[src/rtl/atten_pkg.sv]
package atten_pkg;
  localparam int unsigned LEVEL_W   = 6;
  localparam int unsigned GAIN_W    = 24;
  localparam int unsigned GAIN_FRAC = 23;
  localparam int unsigned LEVELS    = 2 ** LEVEL_W;
  // 10^(-1/20) scaled by 2^30
  localparam longint unsigned STEP_MUL = 64'd956973408;

  typedef logic [LEVEL_W-1:0] level_t;
  typedef logic [LEVELS-1:0][GAIN_W-1:0] gain_tab_t;

  typedef struct packed {
    logic   load;
    level_t levelL;
    level_t levelR;
  } dp_ctrl_t;

  function automatic gain_tab_t buildGainTab();
    gain_tab_t tab;
    longint unsigned g;
    g = 64'd1 << GAIN_FRAC;
    for (int c = LEVELS - 1; c >= 1; c--) begin
      tab[c] = GAIN_W'(g);
      g = (g * STEP_MUL + (64'd1 << 29)) >> 30;
    end
    tab[0] = '0;
    return tab;
  endfunction
endpackage

[src/rtl/atten_ctrl.sv]
module atten_ctrl
  import atten_pkg::*;
#(
  parameter int DATA_W      = 24,
  parameter int STEP_FRAMES = 8,
  parameter int ZC_TIMEOUT  = 512
) (
  input  logic                     clk,
  input  logic                     rstN,
  input  logic                     frameStrobe,
  input  logic signed [DATA_W-1:0] inL,
  input  logic signed [DATA_W-1:0] inR,
  input  level_t                   levelL,
  input  level_t                   levelR,
  input  logic                     muteL,
  input  logic                     muteR,
  input  logic                     zcEn,
  output dp_ctrl_t                 dpCtrl
);
  localparam int CNT_W  = (STEP_FRAMES > 1) ? $clog2(STEP_FRAMES) : 1;
  localparam int WAIT_W = (ZC_TIMEOUT > 1) ? $clog2(ZC_TIMEOUT) : 1;
  localparam logic [CNT_W-1:0]  CNT_LAST  = CNT_W'(STEP_FRAMES - 1);
  localparam logic [WAIT_W-1:0] WAIT_LAST = WAIT_W'(ZC_TIMEOUT - 1);

  logic signed [DATA_W-1:0] smp [2];
  level_t                   code [2];
  logic [1:0]               mute;
  level_t                   tgt [2];
  level_t                   cur [2];
  level_t                   nxtCur [2];
  logic [1:0]               prevSign;
  logic [1:0]               zc;
  logic [1:0]               diff;
  logic [CNT_W-1:0]         frameCnt;
  logic [WAIT_W-1:0]        waitCnt, nxtWait;
  logic                     armed, nxtArmed;
  logic                     turn, nxtTurn;
  logic                     tick;

  assign smp[0]  = inL;
  assign smp[1]  = inR;
  assign code[0] = levelL;
  assign code[1] = levelR;
  assign mute    = {muteR, muteL};

  for (genvar ch = 0; ch < 2; ch++) begin : g_chan
    assign tgt[ch]  = mute[ch] ? '0 : code[ch];
    assign diff[ch] = (cur[ch] != tgt[ch]);
    assign zc[ch]   = (smp[ch][DATA_W-1] != prevSign[ch]) || (smp[ch] == '0);

    always_ff @(posedge clk or negedge rstN) begin
      if (!rstN) begin
        cur[ch]      <= '1;
        prevSign[ch] <= 1'b0;
      end else if (frameStrobe) begin
        cur[ch]      <= nxtCur[ch];
        prevSign[ch] <= smp[ch][DATA_W-1];
      end
    end
  end

  function automatic level_t stepToward(input level_t c, input level_t t);
    if (c < t)      return c + 1'b1;
    else if (c > t) return c - 1'b1;
    else            return c;
  endfunction

  assign tick = (frameCnt == CNT_LAST);

  always_comb begin
    nxtCur[0] = cur[0];
    nxtCur[1] = cur[1];
    nxtArmed  = armed;
    nxtTurn   = turn;
    nxtWait   = waitCnt;
    if (!zcEn) begin
      nxtArmed = 1'b0;
      nxtWait  = '0;
      if (tick) begin
        nxtCur[0] = stepToward(cur[0], tgt[0]);
        nxtCur[1] = stepToward(cur[1], tgt[1]);
      end
    end else if (armed) begin
      if (zc[turn] || (waitCnt == WAIT_LAST)) begin
        nxtCur[turn] = stepToward(cur[turn], tgt[turn]);
        nxtArmed     = 1'b0;
        nxtTurn      = ~turn;
        nxtWait      = '0;
      end else begin
        nxtWait = waitCnt + 1'b1;
      end
    end else if (tick) begin
      nxtWait = '0;
      if (diff[turn]) begin
        nxtArmed = 1'b1;
      end else if (diff[~turn]) begin
        nxtArmed = 1'b1;
        nxtTurn  = ~turn;
      end
    end
  end

  always_ff @(posedge clk or negedge rstN) begin
    if (!rstN) begin
      frameCnt <= '0;
      waitCnt  <= '0;
      armed    <= 1'b0;
      turn     <= 1'b0;
    end else if (frameStrobe) begin
      frameCnt <= tick ? '0 : frameCnt + 1'b1;
      waitCnt  <= nxtWait;
      armed    <= nxtArmed;
      turn     <= nxtTurn;
    end
  end

  assign dpCtrl.load   = frameStrobe;
  assign dpCtrl.levelL = cur[0];
  assign dpCtrl.levelR = cur[1];
endmodule

[src/rtl/atten_dp.sv]
module atten_dp
  import atten_pkg::*;
#(
  parameter int DATA_W = 24
) (
  input  logic                     clk,
  input  logic                     rstN,
  input  dp_ctrl_t                 dpCtrl,
  input  logic                     invRight,
  input  logic signed [DATA_W-1:0] inL,
  input  logic signed [DATA_W-1:0] inR,
  output logic signed [DATA_W-1:0] outL,
  output logic signed [DATA_W-1:0] outR,
  output logic                     outValid
);
  localparam gain_tab_t GAIN_TAB = buildGainTab();
  localparam int PROD_W = DATA_W + GAIN_W + 1;
  localparam logic signed [PROD_W-1:0] HALF = PROD_W'(1) << (GAIN_FRAC - 1);
  localparam logic signed [PROD_W-1:0] HI =
    $signed({{(PROD_W-DATA_W+1){1'b0}}, {(DATA_W-1){1'b1}}});
  localparam logic signed [PROD_W-1:0] LO =
    $signed({{(PROD_W-DATA_W+1){1'b1}}, {(DATA_W-1){1'b0}}});
  localparam logic signed [DATA_W-1:0] MAXV = {1'b0, {(DATA_W-1){1'b1}}};
  localparam logic signed [DATA_W-1:0] MINV = {1'b1, {(DATA_W-1){1'b0}}};

  function automatic logic signed [DATA_W-1:0] scaleSat(
    input logic signed [DATA_W-1:0] s, input level_t lv);
    logic signed [PROD_W-1:0] p;
    logic signed [PROD_W-1:0] r;
    p = s * $signed({1'b0, GAIN_TAB[lv]});
    r = (p + HALF) >>> GAIN_FRAC;
    if (r > HI)      return MAXV;
    else if (r < LO) return MINV;
    else             return r[DATA_W-1:0];
  endfunction

  function automatic logic signed [DATA_W-1:0] negSat(
    input logic signed [DATA_W-1:0] v);
    logic signed [DATA_W:0] n;
    n = -$signed({v[DATA_W-1], v});
    if (n > $signed({2'b00, {(DATA_W-1){1'b1}}})) return MAXV;
    else return n[DATA_W-1:0];
  endfunction

  logic signed [DATA_W-1:0] scaledL, scaledR, finalR;

  assign scaledL = scaleSat(inL, dpCtrl.levelL);
  assign scaledR = scaleSat(inR, dpCtrl.levelR);
  assign finalR  = invRight ? negSat(scaledR) : scaledR;

  always_ff @(posedge clk or negedge rstN) begin
    if (!rstN) begin
      outL     <= '0;
      outR     <= '0;
      outValid <= 1'b0;
    end else begin
      outValid <= dpCtrl.load;
      if (dpCtrl.load) begin
        outL <= scaledL;
        outR <= finalR;
      end
    end
  end
endmodule

[src/rtl/soft_ramp_atten.sv]
module soft_ramp_atten
  import atten_pkg::*;
#(
  parameter int DATA_W      = 24,
  parameter int STEP_FRAMES = 8,
  parameter int ZC_TIMEOUT  = 512
) (
  input  logic                     clk,
  input  logic                     rstN,
  input  logic                     frameStrobe,
  input  logic signed [DATA_W-1:0] inL,
  input  logic signed [DATA_W-1:0] inR,
  input  logic [LEVEL_W-1:0]       levelL,
  input  logic [LEVEL_W-1:0]       levelR,
  input  logic                     muteL,
  input  logic                     muteR,
  input  logic                     zcEn,
  input  logic                     invRight,
  output logic signed [DATA_W-1:0] outL,
  output logic signed [DATA_W-1:0] outR,
  output logic                     outValid
);
  dp_ctrl_t dpCtrl;

  atten_ctrl #(
    .DATA_W(DATA_W), .STEP_FRAMES(STEP_FRAMES), .ZC_TIMEOUT(ZC_TIMEOUT)
  ) u_ctrl (
    .clk(clk), .rstN(rstN), .frameStrobe(frameStrobe),
    .inL(inL), .inR(inR), .levelL(levelL), .levelR(levelR),
    .muteL(muteL), .muteR(muteR), .zcEn(zcEn), .dpCtrl(dpCtrl)
  );

  atten_dp #(.DATA_W(DATA_W)) u_dp (
    .clk(clk), .rstN(rstN), .dpCtrl(dpCtrl), .invRight(invRight),
    .inL(inL), .inR(inR), .outL(outL), .outR(outR), .outValid(outValid)
  );
endmodule

[config.mk]
export PLATFORM = sky130hd
export DESIGN_NAME = soft_ramp_atten
export DESIGN_NICKNAME = d
export VERILOG_FILES = /design/src/rtl/atten_pkg.sv /design/src/rtl/atten_ctrl.sv /design/src/rtl/atten_dp.sv /design/src/rtl/soft_ramp_atten.sv
export SDC_FILE = /design/constraint.sdc
export NUM_CORES = 2
export LEC_CHECK = 0
export BUFFER_PORTS_ARGS = -buffer_cell sky130_fd_sc_hd__buf_2
export CORE_ASPECT_RATIO = 0.6
export CORE_UTILIZATION = 50
export CTS_BUF_LIST = sky130_fd_sc_hd__clkbuf_16
export CTS_CLUSTER_DIAMETER = 150
export DETAILED_ROUTE_END_ITERATION = 6
export GPL_ROUTABILITY_DRIVEN = 1
export GPL_TIMING_DRIVEN = 0
export PLACE_DENSITY = 0.67
export SKIP_LAST_GASP = 1
export SLEW_MARGIN = 5
export SYNTH_ARGS = -nofsm -noshare
export SYNTH_HDL_FRONTEND = slang
export SYNTH_SLANG_ARGS = --single-unit
[constraint.sdc]
create_clock -name clk -period 12.05 [get_ports clk]
set_input_delay 1.205 -clock clk [delete_from_list [all_inputs] [get_ports clk]]
set_output_delay 1.205 -clock clk [all_outputs]
set_load 0.02 [all_outputs]
=== After elaboration in Yosys (flattened, before gate mapping) ===
Memory sizes are Yosys's and may differ from the RTL's.
Cells that the tools add are included.

* Flip-flop bits (word level): 77
* Latch bits: 0
* Bits in writable memories: 0
* Memory bits (read-only): 3072
* Bits of input ports: 67
* Output and inout bits: 49
* Word-level logic and storage cells: 125
* Memories: 2

* $add $sub $neg: 11
* Multipliers: 2
* Div/mod/pow operators: 0
* Magnitude comparators: 17
* Equal/unequal tests: 11
* Shift operators: 0
* Mux-type cells: 54
* Bitwise gates (word level): 2
* Reductions and logical operators: 15

{| class="wikitable"
|+ Memories
! name !! words !! width !! read ports !! clocked after memory_dff !! write ports !! line !! source
|-
| (name not given) || 64 || 24 || 1 || 0 || 0 || atten_dp.sv:30 || <nowiki>p = s * $signed({1'b0, GAIN_TAB[lv]});</nowiki>
|-
| (name not given) || 64 || 24 || 1 || 0 || 0 || atten_dp.sv:30 ||
|}

{| class="wikitable"
|+ Operators by type and width
! operator !! number
|-
| two-way mux 24 bit || 8
|-
| two-way mux 6 bit || 18
|-
| adder 49 x 24 -> 49 bit (second input constant) || 2
|-
| multiplier 24 x 25 -> 49 bit || 2
|-
| > comparator 26 x 24 -> 1 bit (second input constant) || 2
|-
| less-than comparator 26 x 24 -> 1 bit (second input constant) || 2
|-
| logical NOT 24 bit || 2
|-
| two-way mux 12 bit || 4
|-
| two-way mux 9 bit || 4
|-
| > comparator 25 x 24 -> 1 bit (second input constant) || 1
|-
| negation 24 -> 25 bit || 1
|-
| adder 6 x 1 -> 6 bit (second input constant) || 3
|-
| > comparator 6 bit || 3
|-
| less-than comparator 6 bit || 3
|-
| subtractor 6 x 1 -> 6 bit (second input constant) || 3
|-
| two-way mux 1 bit || 17
|-
| less-than comparator 6 x 7 -> 1 bit (second input constant) || 2
|-
| bitwise mux 12 bit || 1
|-
| inequality test 6 bit || 2
|-
| AND reduction 5 bit || 2
|-
| adder 9 x 1 -> 9 bit (second input constant) || 1
|-
| equality test 9 bit (second input constant) || 1
|-
| demux 6 bit (select 1 bit) || 1
|-
| inequality test 2 x 1 -> 1 bit (second input constant) || 3
|-
| other kinds (17) || 24
|}

=== Longest topological paths before layout ===
* Word-level depth: 14
* Gate-level depth with buffers: 49
* Gate-level depth less buffers: 46

=== By module ===
A second synthesis with hierarchy kept.

* Cell total of the unflattened synthesis: 5669
* Area, all modules: 47499.3 um2

{| class="wikitable"
|+ By module, submodules not included
! module !! instances !! cells an instance !! area each (um2) !! seq. area each (um2)
|-
| atten_dp || 1 || 5337 || 44650.3 || 1226.2
|-
| atten_ctrl || 1 || 332 || 2849.0 || 715.7
|}

=== Worst setup path after synthesis ===
OpenSTA, ideal clock, no wires.

* Path kind: reg2reg
* Start point: register u_ctrl.cur, in the netlist u_ctrl.dpCtrl[0]
* End point: register u_dp.outR[16]
* Library setup time: 82 ps
* Arrival time: 11608 ps
* Required time: 11968 ps
* Setup slack: 360 ps
* Stages on the path, launching flop included: 48
* Buffers on the path: 5
* Period minus slack after synthesis: 11690 ps
* Path through: dfstp_2 -> buf_2 -> clkinv_1 -> ha_1 -> buf_2 -> nand2b_1 -> o21ai_0 -> nor2_1 -> a21oi_1 -> o21ai_0 -> o21ai_0 -> clkbuf_1 -> nand2_1 -> fa_1 -> inv_1 -> fa_1 -> inv_1 -> fa_1 -> [12 not listed] -> a221oi_1 -> nor3_1 -> o22ai_1 -> o31ai_1 -> o211ai_1 -> a21oi_1 -> clkbuf_1 -> buf_1 -> nor2_1 -> ha_1 -> nor3_1 -> nand3_1 -> a2111oi_1 -> nand4b_1 -> or4b_4 -> nor4_4 -> a31oi_4 -> a31oi_1

* Word-level cells in the longest chain between the ends: 11
* Elaborated cells between the ends (all ways): 12
* Classes of those cells: add/sub (2); mul (1); order compare (3); mux (5); memory (1)

{| class="wikitable"
|+ RTL lines
! element !! line !! source
|-
| start: declaration || atten_ctrl.sv:29 || <nowiki>level_t cur [2];</nowiki>
|-
| start signal: indexed assignment || atten_ctrl.sv:56 || <nowiki>cur[ch] <= nxtCur[ch];</nowiki>
|-
| memory (64 x 24 bit) * || - ||
|-
| two-way mux 24 bit (not written as such) * || atten_dp.sv:30 ||
|-
| multiplier 24 x 25 -> 49 bit * || atten_dp.sv:30 ||
|-
| adder 49 x 24 -> 49 bit * || atten_dp.sv:31 || <nowiki>r = (p + HALF) >>> GAIN_FRAC;</nowiki>
|-
| less-than comparator 26 x 24 -> 1 bit || atten_dp.sv:33 || <nowiki>else if (r < LO) return MINV;</nowiki>
|-
| two-way mux 24 bit || atten_dp.sv:33 ||
|-
| two-way mux 24 bit * || atten_dp.sv:32 || <nowiki>if (r > HI) return MAXV;</nowiki>
|-
| negation 24 -> 25 bit || atten_dp.sv:40 || <nowiki>n = -$signed({v[DATA_W-1], v});</nowiki>
|-
| > comparator 25 x 24 -> 1 bit || atten_dp.sv:41 || <nowiki>if (n > $signed({2'b00, {(DATA_W-1){1'b1}}})) return MAXV;</nowiki>
|-
| two-way mux 24 bit || atten_dp.sv:41 ||
|-
| two-way mux 24 bit * || atten_dp.sv:49 || <nowiki>assign finalR = invRight ? negSat(scaledR) : scaledR;</nowiki>
|-
| end signal: assignment || atten_dp.sv:60 || <nowiki>outR <= finalR;</nowiki>
|-
| end: declaration || atten_dp.sv:13 || <nowiki>output logic signed [DATA_W-1:0] outR,</nowiki>
|}

Every way passes the cells marked *; elsewhere a longest branch is shown, timed or not. The select of a mux whose other input is x is not followed.
A chain may end at the register's enable or synchronous reset.

=== Worst setup path in the final report ===
* Start point: register u_ctrl.cur, in the netlist u_ctrl.dpCtrl[1]
* End point: register u_dp.outR[19]

The elaborated chain is that of the path after synthesis.

==> flow_summary.yaml <==
sta:
  hold_viol: 0
  finalSetupTns_ns: 0
  rsz0062_at_grt: "yes"
  clock_skew_ns: 0.0213
  layout_setup_ws_ns: 0.128
  finalSetupViolCount: 0
  layout_min_cycle_time_ns: 11.92
  worst_slew_pin_slew_ns: 1.19
  fin_hold_ws_ns: 0.490
  relSlewSlack_pct: 20.5
  drv_slew: 0
  period_share_pct: 98.9
  max_freq_ghz: 0.0839
setup_path:
  cpPeakStageDelay_ns: 0.69
  critPathKind: "reg -> reg"
  path_max_fanout: 8
  arrival_ns: 12.25
  crit_top_cell: "buf_4"
  cp_slowest_cell: "dfstp_4"
  crit_required_ns: 12.37
  crit_family: "adder cells"
  cp_num_buf_inv: 14
  cp-end-kind: "register"
  r2r_slack_ns: 0.13
  crit_path_start_kind: "register"
cells_and_area:
  n_fill_cell: 8757
  fin_area_um2: 52500
  final_common_cell: "inv_1"
  final_cell_mix: "inv_1 (1090), fa_1 (954), nand2_1 (889)"
  layout-drive-gt1-share_pct: 9.94
  layout.nets: 7406
  synthToLayoutAreaGrowth_pct: 10.1
placement:
  port_buffers: 97
  dpl_cell_area_um2: 49900
  dp_slack_ns: -3.56
  place_congestion: 1.08
  place.detailed.hpwl_um: 154000
routing:
  vias_per_cell: 5.95
  first_pass_iters: 6
  drt_iter0_markers: 5484
  wire_per_inst_um: 25.8
  drc: 0
  dr_total_vias: 42700
  drtAntennaViolNets: 0
  routed_wl_um: 185000
hold_path:
  hp-class: "reg -> reg"
logic_synthesis:
  synthCells: 5725
  avgSynthCellArea_um2: 8.33
  yosysWarnings: 0
  yosys-top-cells-area: "fa_1 (41%), ha_1 (12%), inv_1 (8.6%), nand2_1 (7.1%), and2_1 (5.5%)"
  synth_top_area_share_pct: 40.5
  synth_flop_cell: "dfrtp_1"
  ys_async_sr_fraction_pct: 100
  synthesis.nets: 7209
  ys_ff_latch: 77
  synth.yosys.seq_area_share_pct: 4.07
  netlist_area_um2: 47700
  synth_cell_types: 102
  yosysTopAreaCell: "fa_1"
  synth_edf_count: 0
global_routing:
  grt_pass1_vias: 41600
  track_usage_pct: 38.7
  grt_max_degree: 55
  grt_remaining_overflow: 0
  antenna_found_initial: 11
  grt_pass1_wl_um: 275000
floorplanning:
  ios: 116
  coreArea_um2: 94200
  rows: 87
  die_x_um: 401
  die_area_um2: 96700
  start_util_pct: 50.6
  die_h_um: 241
clock_network:
  htree_levels: 3
  insertion_delay_ns: 0.41
  clk_pin_slew_ns: 0.08
  cts_root_buffer: "clkbuf_16"
  cts_max_path_buffers: 2
  cts_tree: "done"
  numCtsBuffers: 9
  cts.sinks: 77
outcome:
  outcome: "completed"
job:
  cap_violations: 0
worst reg2reg max path: cells and delay by family (launching register included):
family	cells	cell delay (ns)
AND/OR/NAND/NOR	6	1.16
XOR/XNOR	1	0.15
buffers and inverters	14	1.86
AO/OA/AOI/OAI	15	3.66
flip-flops	1	0.69
adder cells (fa/ha/maj)	9	4.36
what timing repair did:
| action | in CTS | in global routing |
|---|---|---|
| hold buffers | 0 | 0 |
| gates resized for setup | 240 | 295 |
| setup endpoints to repair | 48 | 47 |
| gates cloned | 0 | 1 |
| pin swaps | 32 | 78 |
| setup buffers | 46 | 44 |
sequential cells by signal, indices dropped and copies added, names as in the netlist:
signal and count:
u_ctrl.turn 1, u_dp.outValid 1, u_dp.outR 24, u_ctrl.prevSign 2, u_ctrl.armed 1, u_ctrl.frameCnt 3, u_ctrl.waitCnt 9, u_ctrl.dpCtrl 12
u_dp.outL 24
cell type report:
cell class                      count  area, um^2  area share, %
Multi-Input combinational cell   4205       41400           78.9
Inverter                         1106        4180           7.96
Sequential cell                    77        1950           3.71
Buffer                            327        1670           3.18
Tap cell                         1246        1560           2.97
Timing Repair Buffer              196        1390           2.64
Clock buffer                        9         225          0.429
Clock inverter                      7        77.6          0.148
Antenna cell                        7        17.5         0.0334
through the flow:
stage	util, %	std cells
6_report	55.8	7180
5_1_grt	55.8	7178
4_1_cts	54.5	7135
3_5_place_dp	53.0	7077
3_3_place_gp	52.8	7068
2_1_floorplan	-	5725
metal layers:
layer	track usage (%)	wire (um)	up-vias
met5	2.44	668	-
met4	5.17	2820	18
met3	23.0	36800	244
met2	44.5	62200	3212
met1	59.8	82400	21000
li1	-	-	18200
Yosys cell counts, drive strengths merged (10+ instances only):
cell / instances
buf: 46
and3: 22
nand2b: 58
a22oi: 10
a21oi: 195
a21o: 50
or2: 16
a31oi: 48
a211oi: 48
o21bai: 12
clkbuf: 291
or3: 21
o31ai: 19
nand4: 22
nor2: 234
xor2: 20
a221oi: 12
nor4: 18
o21ai: 179
a311oi: 17
nor2b: 25
xnor2: 51
fa: 966
o2bb2ai: 24
mux2: 13
o21a: 27
nor3: 54
inv: 1102
o211ai: 17
ha: 451
dfrtp: 65
o22ai: 24
dfstp: 12
o221ai: 12
a211o: 10
nand2: 899
nand3: 67
mux2i: 24
and2: 420
kinds of logic (layout without fill, tap and decap cells):
kind of cell / count (synthesis) / in the layout / share of synthesized area [%]
compound gates: 793 / 793 / 11.1
xor+xnor: 71 / 71 / 1.30
fa+ha+maj: 1417 / 1417 / 52.4
buf+inv: 1443 / 1645 / 11.4
flops: 77 / 77 / 4.07
mux: 40 / 40 / 0.952
other cells: 0 / 7 / 0
simple gates: 1884 / 1884 / 18.7
path summary, 6_finish.rpt:
kind | cells after the start | end | start
max | 45 | u_dp.outR[19]$_DFFE_PN0P_ | u_ctrl.dpCtrl[1]$_DFFE_PN1P_
min | 1 | u_dp.outL[17]$_DFFE_PN0P_ | u_dp.outL[17]$_DFFE_PN0P_
max reg2reg | 45 | u_dp.outR[19]$_DFFE_PN0P_ | u_ctrl.dpCtrl[1]$_DFFE_PN1P_
min reg2reg | 1 | u_dp.outL[17]$_DFFE_PN0P_ | u_dp.outL[17]$_DFFE_PN0P_
max in group asynchronous | 2 | u_ctrl.dpCtrl[0]$_DFFE_PN1P_ | rstN
min in group asynchronous | 1 | u_dp.outL[9]$_DFFE_PN0P_ | rstN
Power is left out: the tool's default activity adds up to more than one toggle a clock period on the data nets, which glitch-free logic cannot reach.
